## config.mk

```make
export PLATFORM = sky130hd
export DESIGN_NAME = vec_irq_ctrl
export DESIGN_NICKNAME = d
export VERILOG_FILES = /design/src/rtl/vic_pkg.sv /design/src/rtl/vic_cfg.sv /design/src/rtl/vic_req.sv /design/src/rtl/vic_arb.sv /design/src/rtl/vic_ack.sv /design/src/rtl/vec_irq_ctrl.sv
export SDC_FILE = /design/constraint.sdc
export NUM_CORES = 1
export LEC_CHECK = 0
export ABC_AREA = 1
export BUFFER_PORTS_ARGS = -buffer_cell sky130_fd_sc_hd__buf_2
export CAP_MARGIN = 0
export CORE_MARGIN = 3
export CORE_UTILIZATION = 45
export CTS_BUF_LIST = sky130_fd_sc_hd__clkbuf_4 sky130_fd_sc_hd__clkbuf_8
export CTS_CLUSTER_DIAMETER = 150
export CTS_CLUSTER_SIZE = 20
export DETAILED_ROUTE_END_ITERATION = 16
export SLEW_MARGIN = 5
export SYNTH_ARGS = -nofsm -noshare
export SYNTH_HDL_FRONTEND = slang
export SYNTH_SLANG_ARGS = --single-unit
```

## constraint.sdc

```tcl
create_clock -name clk -period 12.3 [get_ports clk]
set_input_delay 1.23 -clock clk [delete_from_list [all_inputs] [get_ports clk]]
set_output_delay 1.23 -clock clk [all_outputs]
set_load 0.02 [all_outputs]
```

## src/rtl/vic_pkg.sv

```systemverilog
`timescale 1ns/1ps
package vic_pkg;
  typedef enum logic [1:0] {
    RK_MASK,
    RK_FLOOR,
    RK_LEVEL,
    RK_NONE
  } reg_kind_e;
endpackage

```

## src/rtl/vic_cfg.sv

```systemverilog
`timescale 1ns/1ps
module vic_cfg #(
  parameter int N  = 8,
  parameter int LW = 3,
  parameter int AW = 4
) (
  input  logic            clk,
  input  logic            rst_n,
  input  logic            we_i,
  input  logic [AW-1:0]   addr_i,
  input  logic [N-1:0]    wdata_i,
  output logic [N-1:0]    mask_o,
  output logic [LW-1:0]   floor_o,
  output logic [N*LW-1:0] levels_o,
  output logic            err_o
);
  import vic_pkg::*;
  localparam int LEVELS = 1 << LW;

  reg_kind_e kind;
  always_comb begin
    if (addr_i == AW'(0))                   kind = RK_MASK;
    else if (addr_i == AW'(1))              kind = RK_FLOOR;
    else if (int'(addr_i) < N + 2)          kind = RK_LEVEL;
    else                                    kind = RK_NONE;
  end

  always_ff @(posedge clk) begin
    if (!rst_n) begin
      mask_o  <= '0;
      floor_o <= '0;
    end else if (we_i) begin
      if (kind == RK_MASK)  mask_o  <= wdata_i;
      if (kind == RK_FLOOR) floor_o <= wdata_i[LW-1:0];
    end
  end

  for (genvar g = 0; g < N; g++) begin : g_level
    always_ff @(posedge clk) begin
      if (!rst_n)
        levels_o[g*LW +: LW] <= LW'(g);
      else if (we_i && kind == RK_LEVEL && addr_i == AW'(g + 2))
        levels_o[g*LW +: LW] <= wdata_i[LW-1:0];
    end
  end

  logic [LEVELS-1:0] used;
  always_comb begin
    used = '0;
    for (int i = 0; i < N; i++) used[levels_o[i*LW +: LW]] = 1'b1;
    err_o = ~&used[N-1:0];
  end

  assert_floor_write_R9: assert property (@(posedge clk) disable iff (!rst_n)
    (we_i && addr_i == AW'(1)) |=> floor_o == $past(wdata_i[LW-1:0]));
endmodule

```

## src/rtl/vic_req.sv

```systemverilog
`timescale 1ns/1ps
module vic_req #(
  parameter int N  = 8,
  parameter int IW = 3
) (
  input  logic          clk,
  input  logic          rst_n,
  input  logic [N-1:0]  irq_i,
  input  logic [N-1:0]  mask_i,
  input  logic          clr_en_i,
  input  logic [IW-1:0] clr_idx_i,
  output logic [N-1:0]  req_o
);
  logic [N-1:0] req_d;
  always_comb begin
    for (int i = 0; i < N; i++) begin
      if (clr_en_i && clr_idx_i == IW'(i)) req_d[i] = 1'b0;
      else                                 req_d[i] = req_o[i] | (irq_i[i] & ~mask_i[i]);
    end
  end

  always_ff @(posedge clk) begin
    if (!rst_n) req_o <= '0;
    else        req_o <= req_d;
  end

  assert_masked_not_stored_R3: assert property (@(posedge clk) disable iff (!rst_n)
    1'b1 |=> ((req_o & ~$past(req_o) & $past(mask_i)) == '0));

  assert_retire_clears_R8: assert property (@(posedge clk) disable iff (!rst_n)
    clr_en_i |=> !req_o[$past(clr_idx_i)]);
endmodule

```

## src/rtl/vic_arb.sv

```systemverilog
`timescale 1ns/1ps
module vic_arb #(
  parameter int N  = 8,
  parameter int LW = 3,
  parameter int IW = 3
) (
  input  logic [N-1:0]    req_i,
  input  logic [N-1:0]    mask_i,
  input  logic [N*LW-1:0] levels_i,
  input  logic [LW-1:0]   floor_i,
  output logic            pass_o,
  output logic [LW-1:0]   lvl_o,
  output logic [IW-1:0]   idx_o
);
  logic [N-1:0] cand;
  logic         found;
  always_comb begin
    cand  = req_i & ~mask_i;
    found = 1'b0;
    lvl_o = '0;
    idx_o = '0;
    for (int i = 0; i < N; i++) begin
      if (cand[i] && (!found || levels_i[i*LW +: LW] > lvl_o)) begin
        found = 1'b1;
        lvl_o = levels_i[i*LW +: LW];
        idx_o = IW'(i);
      end
    end
    pass_o = found && (lvl_o >= floor_i);
  end
endmodule

```

## src/rtl/vic_ack.sv

```systemverilog
`timescale 1ns/1ps
module vic_ack #(
  parameter int LW = 3,
  parameter int IW = 3,
  parameter int DW = 8
) (
  input  logic          clk,
  input  logic          rst_n,
  input  logic          iack_i,
  input  logic          live_pass_i,
  input  logic [LW-1:0] live_lvl_i,
  input  logic [IW-1:0] live_idx_i,
  output logic [DW-1:0] dbus_o,
  output logic          clr_en_o,
  output logic [IW-1:0] clr_idx_o
);
  logic          iack_q;
  logic          held_ok;
  logic [LW-1:0] held_lvl;
  logic [IW-1:0] held_idx;
  logic          rise;
  logic          sel_ok;
  logic [LW-1:0] sel_lvl;

  assign rise = iack_i & ~iack_q;

  always_ff @(posedge clk) begin
    if (!rst_n) begin
      iack_q   <= 1'b0;
      held_ok  <= 1'b0;
      held_lvl <= '0;
      held_idx <= '0;
    end else begin
      iack_q <= iack_i;
      if (rise) begin
        held_ok  <= live_pass_i;
        held_lvl <= live_lvl_i;
        held_idx <= live_idx_i;
      end
    end
  end

  always_comb begin
    sel_ok  = rise ? live_pass_i : held_ok;
    sel_lvl = rise ? live_lvl_i  : held_lvl;
    dbus_o  = (iack_i && sel_ok) ? DW'(sel_lvl) : '0;
  end

  assign clr_en_o  = iack_q & ~iack_i & held_ok;
  assign clr_idx_o = held_idx;

  assert_vector_frozen_R7: assert property (@(posedge clk) disable iff (!rst_n)
    (iack_i && $past(iack_i)) |-> $stable(dbus_o));

  assert_retire_after_ack_R8: assert property (@(posedge clk) disable iff (!rst_n)
    clr_en_o |-> $past(iack_i));
endmodule

```

## src/rtl/vec_irq_ctrl.sv

```systemverilog
`timescale 1ns/1ps
module vec_irq_ctrl #(
  parameter  int N_LINES = 8,
  parameter  int DATA_W  = 8,
  localparam int LVL_W   = $clog2(N_LINES),
  localparam int CFG_AW  = $clog2(N_LINES + 2)
) (
  input  logic               clk,
  input  logic               rst_n,
  input  logic [N_LINES-1:0] irq_i,
  input  logic               cfg_we_i,
  input  logic [CFG_AW-1:0]  cfg_addr_i,
  input  logic [N_LINES-1:0] cfg_wdata_i,
  input  logic               iack_i,
  output logic               int_o,
  output logic [DATA_W-1:0]  dbus_o,
  output logic               map_err_o
);
  logic [N_LINES-1:0]       mask;
  logic [LVL_W-1:0]         floor_lvl;
  logic [N_LINES*LVL_W-1:0] levels;
  logic [N_LINES-1:0]       req;
  logic                     live_pass;
  logic [LVL_W-1:0]         live_lvl;
  logic [LVL_W-1:0]         live_idx;
  logic                     clr_en;
  logic [LVL_W-1:0]         clr_idx;

  vic_cfg #(.N(N_LINES), .LW(LVL_W), .AW(CFG_AW)) u_cfg (
    .clk(clk), .rst_n(rst_n), .we_i(cfg_we_i), .addr_i(cfg_addr_i),
    .wdata_i(cfg_wdata_i), .mask_o(mask), .floor_o(floor_lvl),
    .levels_o(levels), .err_o(map_err_o));

  vic_req #(.N(N_LINES), .IW(LVL_W)) u_req (
    .clk(clk), .rst_n(rst_n), .irq_i(irq_i), .mask_i(mask),
    .clr_en_i(clr_en), .clr_idx_i(clr_idx), .req_o(req));

  vic_arb #(.N(N_LINES), .LW(LVL_W), .IW(LVL_W)) u_arb (
    .req_i(req), .mask_i(mask), .levels_i(levels), .floor_i(floor_lvl),
    .pass_o(live_pass), .lvl_o(live_lvl), .idx_o(live_idx));

  vic_ack #(.LW(LVL_W), .IW(LVL_W), .DW(DATA_W)) u_ack (
    .clk(clk), .rst_n(rst_n), .iack_i(iack_i), .live_pass_i(live_pass),
    .live_lvl_i(live_lvl), .live_idx_i(live_idx), .dbus_o(dbus_o),
    .clr_en_o(clr_en), .clr_idx_o(clr_idx));

  assign int_o = live_pass;

  assert_int_needs_request_R5: assert property (@(posedge clk) disable iff (!rst_n)
    int_o |-> (|(req & ~mask)));
endmodule

```

==> metrics.md, run 1 <==
| Metric | Value |
|---|---|
| DRC viols | `0` |
| CP max FO | `8` |
| Main area contributors after synthesis | `dfxtp_1, ha_1, inv_1, nand3_1, nand2_1` |
| Final number of hold-violating endpoints | `0` |
| Detail Route Antenna Nets | `0` |
| Number of clock sinks | `51` |
| Final count of pins violating max slew | `0` |
| Routed vias/inst | `5.48` |
| Number of DRC markers after the initial detailed-route iteration | `247` |
| Xor-xnor portion of the synthesized cell area | `0%` |
| CTS clk-pin slew, worst paths | `100 ps` |
| Pin count of the biggest net entering global routing | `33` |
| Total die area | `9060 um2` |
| Highest achievable clock rate | `0.0905 GHz` |
| Number of buffers inserted to repair setup after CTS | `0` |
| Main combinational cell family by area after synthesis | `simple AND/OR/NAND/NOR gates` |
| Number of placement rows | `31` |
| Setup Total Neg Slack | `0 ps` |
| Unrepaired setup endpoints after global routing | `no` |
| Hold Path Class | `flip-flop to flip-flop` |
| Distinct cell type count after synthesis | `35` |
| Total inserted antenna cells | `0` |
| Share of the synthesized area in the top cell type | `28.5%` |
| Count of boundary I/O pins | `34` |
| Number of I/O port buffers | `28` |
| Logic pwr share | `33.0%` |
| P per Cell Area | `115 nW/um2` |
| Run status | `completed` |
| Power Internal | `287 uW` |
| Sw Pwr | `160 uW` |
| Proportion of total power due to net switching | `35.9%` |
| Horiz. Die Dim | `95.2 um` |
| Core outline area | `7490 um2` |
| Worst setup path startpoint | `u_cfg.levels_o[2]` |
| Fraction of power consumed by the clock network | `26.9%` |
| Largest vdd supply drop | `0.0730 mV` |
| Delay of the slowest cell on the worst path | `440 ps` |
| Average size of a mapped cell | `6.80 um2` |
| MaxCap Viol Count | `0` |
| CTS tree | `done` |
| Synth-to-layout area growth | `8.43%` |
| Number of detailed-routing iterations run before antenna repair | `5` |
| Count of synthesis-stage warnings from yosys | `0` |
| Post-Syn Instances | `526` |
| Yosys reg bits | `51` |
| Placer congestion estimate | `0.863` |
| H-tree level count | `2` |
| Element type at the critical path start | `flip-flop` |
| Initial core utilization | `47.8%` |
| Hold wc startpoint | `u_cfg.mask_o[4]` |
| Standard cell with the maximum stage delay on the critical path | `dfxtp_1` |
| Slew @ Worst Pin | `1120 ps` |
| Hold_ws | `480 ps` |
| Element type at the critical path end | `output port` |
| Area fraction in and, or, nand and nor cells after synthesis | `33.2%` |
| Share of cells above drive strength 1 | `13.3%` |
| Arithmetic-cell share of the synthesized area counting full adders, half adders and majority gates | `8.04%` |
| P_leak | `1.75 nW` |
| Die Height | `95.2 um` |
| Final Total Pwr | `447 uW` |
| Worst endpoint required time | `11070 ps` |
| Sequential share of power | `40.1%` |
| Synth area leader | `dfxtp_1` |
| Share of the synthesized area in compound gates (AO/OA/AOI/OAI) | `19.6%` |
| Share of the clock period used by the worst path | `89.8%` |
| Total of hold buffers inserted after clock tree synthesis | `0` |
| Root buffer cell | `clkbuf_8` |
| Fin nets | `594` |
| Final Setup Violations | `0` |
| Worst clock skew on the final layout | `7.33 ps` |
| Most frequent CP cell | `nand2_1` |
| Total global routing track utilization | `22.4%` |
| Netlist area before placement | `3580 um2` |
| Wirelength, routed | `9.80 mm` |
| Worst max-slew margin expressed relative to the limit | `24.9%` |
| Cts repair resizes | `0` |
| Final Critical Period | `11050 ps` |
| Total via count in the routed design | `3546` |
| Mean routed wirelength per cell | `15.2 um` |
| Worst flop-to-flop path startpoint | `u_cfg.levels_o[2]` |
| Clock insertion delay at the later pin of the skew report | `310 ps` |
| Buffer levels on the longest clock path | `2` |
| GR Overflow Total | `0` |
| Proportion of synthesized area in mux cells | `0%` |
| Number of buffers added by the clock tree synthesis step | `5` |
| First-pass GRT wire length | `15.7 mm` |
| HPWL after detailed placement | `7.66 mm` |
| Setup CP Type | `flip-flop to output port` |
| Vias in the first global route | `3151` |
| Share of synthesized area occupied by flip-flops and latches | `28.5%` |
| Number of antenna violations at the first check in global routing | `0` |
| Worst Path Arrival | `9820 ps` |
layout make-up:
cell class              count  area, um2
fillers                   771       3610
repair buffers             28        140
flip-flops and latches     51       1020
clock buffers               5       68.8
well taps                  99        124
multi-input cells         385       2190
inverters                  76        287
clock inverters             3       43.8
cells in the final DEF (no fill, tap or decap), types with 4 or more instances in the layout:
cell,count
buf_2,28
nand4_1,4
and2_1,6
nor3_1,31
a31oi_1,7
ha_1,23
nand3_1,51
o311ai_0,5
dfxtp_1,51
inv_1,69
inv_2,4
nor2_1,33
o21ai_0,40
nand2_4,6
clkbuf_8,5
nand2_2,10
conb_1,5
o21ai_1,5
nand2_1,65
nor4_1,13
a311oi_1,4
o211ai_1,7
nand3_2,8
a21oi_1,46
power groups by stage:
stage	Clock [mW]	Combinational [mW]	Sequential [mW]
floorplan	0	0.115	0.181
global placement	0	0.143	0.183
detailed placement	0	0.147	0.183
CTS	0.122	0.148	0.179
global route	0.128	0.170	0.181
finish	0.120	0.148	0.179
synth_stat cells, drive strengths merged:
library cell,instances
o211ai,7
nor2,34
o32ai,2
dfxtp,51
o41ai,1
nand3b,1
and2,6
nand4,4
nor3,31
inv,73
clkbuf,12
o31ai,1
or2,3
clkinv,3
o311ai,5
buf,6
a311oi,4
or3,2
a21oi,46
o21ai,47
ha,23
o22ai,3
conb,1
nand3,59
a31oi,7
nor4,13
nand2,81
per-stage QoR:
step                cells  setup WS [ps]  instance area [um2]  util, %
global placement      639           2020                 3770     50.3
global route          647            122                 3880     51.8
floorplan             530           2390                 3590        -
CTS                   647           1260                 3880     51.8
detailed placement    639           1630                 3770     50.3
finish                647           1250                 3880     51.8
flip-flops by register name, indices dropped and copies added, names as in the netlist:
name	flops
u_cfg.levels_o	24
u_ack.clr_idx_o	3
u_ack.held_ok	1
u_cfg.floor_o	3
u_ack.held_lvl	3
u_ack.iack_q	1
u_req.req_o	8
u_cfg.mask_o	8
per-layer routing:
layer | GRT usage, % | share of wire [%] | up-vias
li1 | - | - | 1849
met5 | 0 | 0 | -
met4 | 5.65 | 1.5 | 0
met2 | 34.6 | 44 | 102
met1 | 32.3 | 49 | 1585
met3 | 3.55 | 5.5 | 10
final timing paths:
kind              cells after the start  slack [ps]         endpoint
hold reg to reg                       2         480  u_cfg.mask_o[4]
setup reg to reg                     70        3000    u_ack.held_ok
hold / removal                        2         480  u_cfg.mask_o[4]
setup / recovery                     73        1250        dbus_o[2]
critical path, delay by kind of cell, from the launching register on:
family	cells	cell delay, ps
simple gates	41	3640
fa+ha+maj	8	2410
compound gates	13	1930
buf+inv	11	1060
flops	1	440
cell families after synthesis:
family | count (synthesis)
flops | 51
buf+inv | 94
other cells | 1
simple gates | 234
compound gates | 123
fa+ha+maj | 23
Note: power is estimated with default switching activity, not from simulation.
==> run 2: changes to the inputs <==
- SYNTH_HIERARCHICAL: not set -> 1
==> metrics.md, run 2 <==
| Metric | Value |
|---|---|
| Run status | `completed` |
| First-pass GRT wire length | `16.6 mm (+5.9%)` |
| Share of the clock period used by the worst path | `87.0% (-2.9 points)` |
| Root buffer cell | `clkbuf_8` |
| Vias in the first global route | `3539 (+12%)` |
| CP max FO | `8 (unchanged)` |
| Number of clock sinks | `51 (unchanged)` |
| Top-count cell post-synth | `nand2_1` |
| Element type at the critical path end | `output port` |
| Worst endpoint required time | `11070 ps (about the same)` |
| Number of DRC markers after the initial detailed-route iteration | `242 (-2.0%)` |
| Total area of multi-input combinational cells | `2500 um2 (+14%)` |
| Number of antenna violations at the first check in global routing | `0 (unchanged)` |
| Core outline area | `8420 um2 (+13%)` |
| Hold wc startpoint | `u_cfg/mask_o[2]` |
| Die Height | `100 um (+5.2%)` |
| Routed vias/inst | `5.13 (-6.3%)` |
| Netlist area before placement | `3980 um2 (+11%)` |
| Count of flip-flops with a built-in enable after synthesis | `0 (unchanged)` |
| Synth-to-layout area growth | `7.13%` |
| DRC viols | `0 (unchanged)` |
| Initial core utilization | `47.3% (-0.49 points)` |
| Mean routed wirelength per cell | `12.7 um (-16%)` |
| Commonest non-fill, non-tap cell in the layout | `nand2_1` |
| MaxCap Viol Count | `0 (unchanged)` |
| Worst Path Arrival | `9460 ps (-360 ps)` |
| Setup CP Type | `flip-flop to output port` |
| Clock insertion delay at the later pin of the skew report | `300 ps (about the same)` |
| Unrepaired setup endpoints after global routing | `no` |
| P per Cell Area | `103 nW/um2 (-11%)` |
| Synth area leader | `dfxtp_1` |
| Number of cells on the worst reg-to-reg path | `72 (+2.9%)` |
| Final number of hold-violating endpoints | `0 (unchanged)` |
| Most frequent CP cell | `nand2_1` |
| Count of boundary I/O pins | `34 (unchanged)` |
| Post-Syn Instances | `664 (+26%)` |
| Total via count in the routed design | `4081 (+15%)` |
| Final Total Pwr | `437 uW (-2.2%)` |
| Standard cell with the maximum stage delay on the critical path | `dfxtp_1` |
| Highest achievable clock rate | `0.0935 GHz (+3.3%)` |
| Detail Route Antenna Nets | `0 (unchanged)` |
| Worst flop-to-flop path startpoint | `u_cfg/levels_o[2]` |
| Share of the synthesized area in the top cell type | `25.6% (-2.9 points)` |
| Slew @ Worst Pin | `683 ps (-433 ps)` |
| Placer congestion estimate | `0.851 (-1.5%)` |
| Distinct cell type count after synthesis | `34 (-2.9%)` |
| R2r setup slk | `3310 ps (+310 ps)` |
| Pin count of the biggest net entering global routing | `42 (+27%)` |
| Buffer levels on the longest clock path | `2 (unchanged)` |
| Register area | `1020 um2 (unchanged)` |
| Total of hold buffers inserted after clock tree synthesis | `0 (unchanged)` |
| Average size of a mapped cell | `6.00 um2 (-12%)` |
| Worst clock skew on the final layout | `4.59 ps (-2.74 ps)` |
| Share of synthesized area occupied by flip-flops and latches | `25.6% (-2.9 points)` |
| Main area contributors after synthesis | `dfxtp_1, nand2_1, nand3_1, inv_1, nor2_1` |
| Number of placement rows | `33 (+6.5%)` |
| Register containing the most flip-flops in the final layout | `u_cfg/levels_o` |
| Hold Path Class | `flip-flop to flip-flop` |
| Flip-flop cell with the highest count after synthesis | `dfxtp_1` |
| P_leak | `2.29 nW (+31%)` |
| GR Overflow Total | `0 (unchanged)` |
| Number of I/O port buffers | `28 (unchanged)` |
| Synth cell count leaders | `nand2_1, nand3_1, inv_1` |
| CTS clk-pin slew, worst paths | `80 ps (-20 ps)` |
| Cell depth of the worst min-delay path | `2 (unchanged)` |
| Fin nets | `737 (+24%)` |
| Share of cells above drive strength 1 | `9.86% (-3.5 points)` |
| Worst setup path startpoint | `u_cfg/levels_o[2]` |
| H-tree level count | `2 (unchanged)` |
| HPWL after detailed placement | `8.07 mm (+5.4%)` |
| Cts repair resizes | `0 (unchanged)` |
| Setup Total Neg Slack | `0 ps (unchanged)` |
| Count of synthesis-stage warnings from yosys | `6 (+6)` |
| Wirelength, routed | `10.1 mm (+2.8%)` |
| Total die area | `10000 um2 (+11%)` |
| Largest vdd supply drop | `0.0808 mV (+11%)` |
| Final Setup Violations | `0 (unchanged)` |
| Total global routing track utilization | `20.5% (-1.8 points)` |
| Number of buffers added by the clock tree synthesis step | `5 (unchanged)` |
| Worst max-slew margin expressed relative to the limit | `54.4% (+30 points)` |
| Yosys reg bits | `51 (unchanged)` |
| Number of detailed-routing iterations run before antenna repair | `6 (+1)` |
| Fill cell instance count of the final layout | `915 (+19%)` |
| Final count of pins violating max slew | `0 (unchanged)` |
| Horiz. Die Dim | `100 um (+5.2%)` |
| Delay of the slowest cell on the worst path | `480 ps (+40 ps)` |
| Biggest regs | `u_cfg/levels_o x24, u_cfg/mask_o x8, u_req/req_o x8` |
| Final Critical Period | `10690 ps (-351 ps)` |
| Fraction of synthesis flops using an asynchronous set or reset pin | `0% (unchanged)` |
| Max reg flops | `24 (unchanged)` |
| Commonest cells after routing, fill and taps aside | `nand2_1, nand3_1, inv_1` |
| Number of buffers inserted to repair setup after CTS | `0 (unchanged)` |
| Element type at the critical path start | `flip-flop` |
| CTS tree | `done` |
| Total inserted antenna cells | `0 (unchanged)` |
[run 2: cell types whose count changed after synthesis, moves of 24 or more]
cell     change
inv_1       +24
nand2_1    +109
nand3_1     +69
nor2_1      +45
nor3_1      -29
[run 2: per-stage QoR]
step                hold slack [ps]  cells  util (%)  setup slack [ps]  instance area [um2]
global placement                470    788      49.4              2280                 4160
floorplan                       454    668         -              2580                 4000
finish                          488    795      50.7              1610                 4270
global route                    517    795      50.7               382                 4270
detailed placement              474    788      49.4              2010                 4160
CTS                             488    795      50.7              1660                 4270
[run 2: power breakdown]
part | switching [mW] | total [mW] | leakage [nW] | internal (mW)
Clock | 0.0524 | 0.114 | 0.0547 | 0.0619
Sequential | 0.00595 | 0.178 | 0.417 | 0.172
Combinational | 0.0943 | 0.145 | 1.82 | 0.0510
Total | 0.153 | 0.437 | 2.29 | 0.285
[run 2: area by class of cell]
cell class / instances / share of cell area, %
inverters: 97 / 8.56
well taps: 105 / 3.08
multi-input cells: 507 / 58.7
clock buffers: 6 / 1.79
flip-flops and latches: 51 / 23.9
repair buffers: 28 / 3.28
clock inverters: 1 / 0.704
[run 2: logic make-up after synthesis]
| logic type | after synthesis | share of synthesized area [%] |
|---|---|---|
| compound gates | 61 | 8.20 |
| simple gates | 418 | 47.0 |
| buf+inv | 110 | 11.9 |
| flops | 51 | 25.6 |
| fa+ha+maj | 23 | 7.22 |
| other cells | 1 | 0.0941 |
[run 2: worst paths after layout]
kind	endpoint
max	dbus_o[2]
min	u_cfg/mask_o[2]
max reg2reg	u_ack/held_ok
min reg2reg	u_cfg/mask_o[2]
[run 2: worst max-delay path: cells and delay by family, from the launching register on]
family                     cells  cell delay, ps
AOI/OAI and AO/OA             12            1620
buffers and inverters         10             870
adders and majority gates      8            2450
DFF                            1             480
and+or+nand+nor               43            3770
[run 2: metal layers]
layer / vias to the layer above / wire (um) / GRT usage [%]
met5: - / 0 / 0
met1: 1786 / 4980 / 29.8
met3: 16 / 470 / 1.95
li1: 2176 / - / -
met4: 0 / 240 / 6.53
met2: 103 / 4380 / 32.0
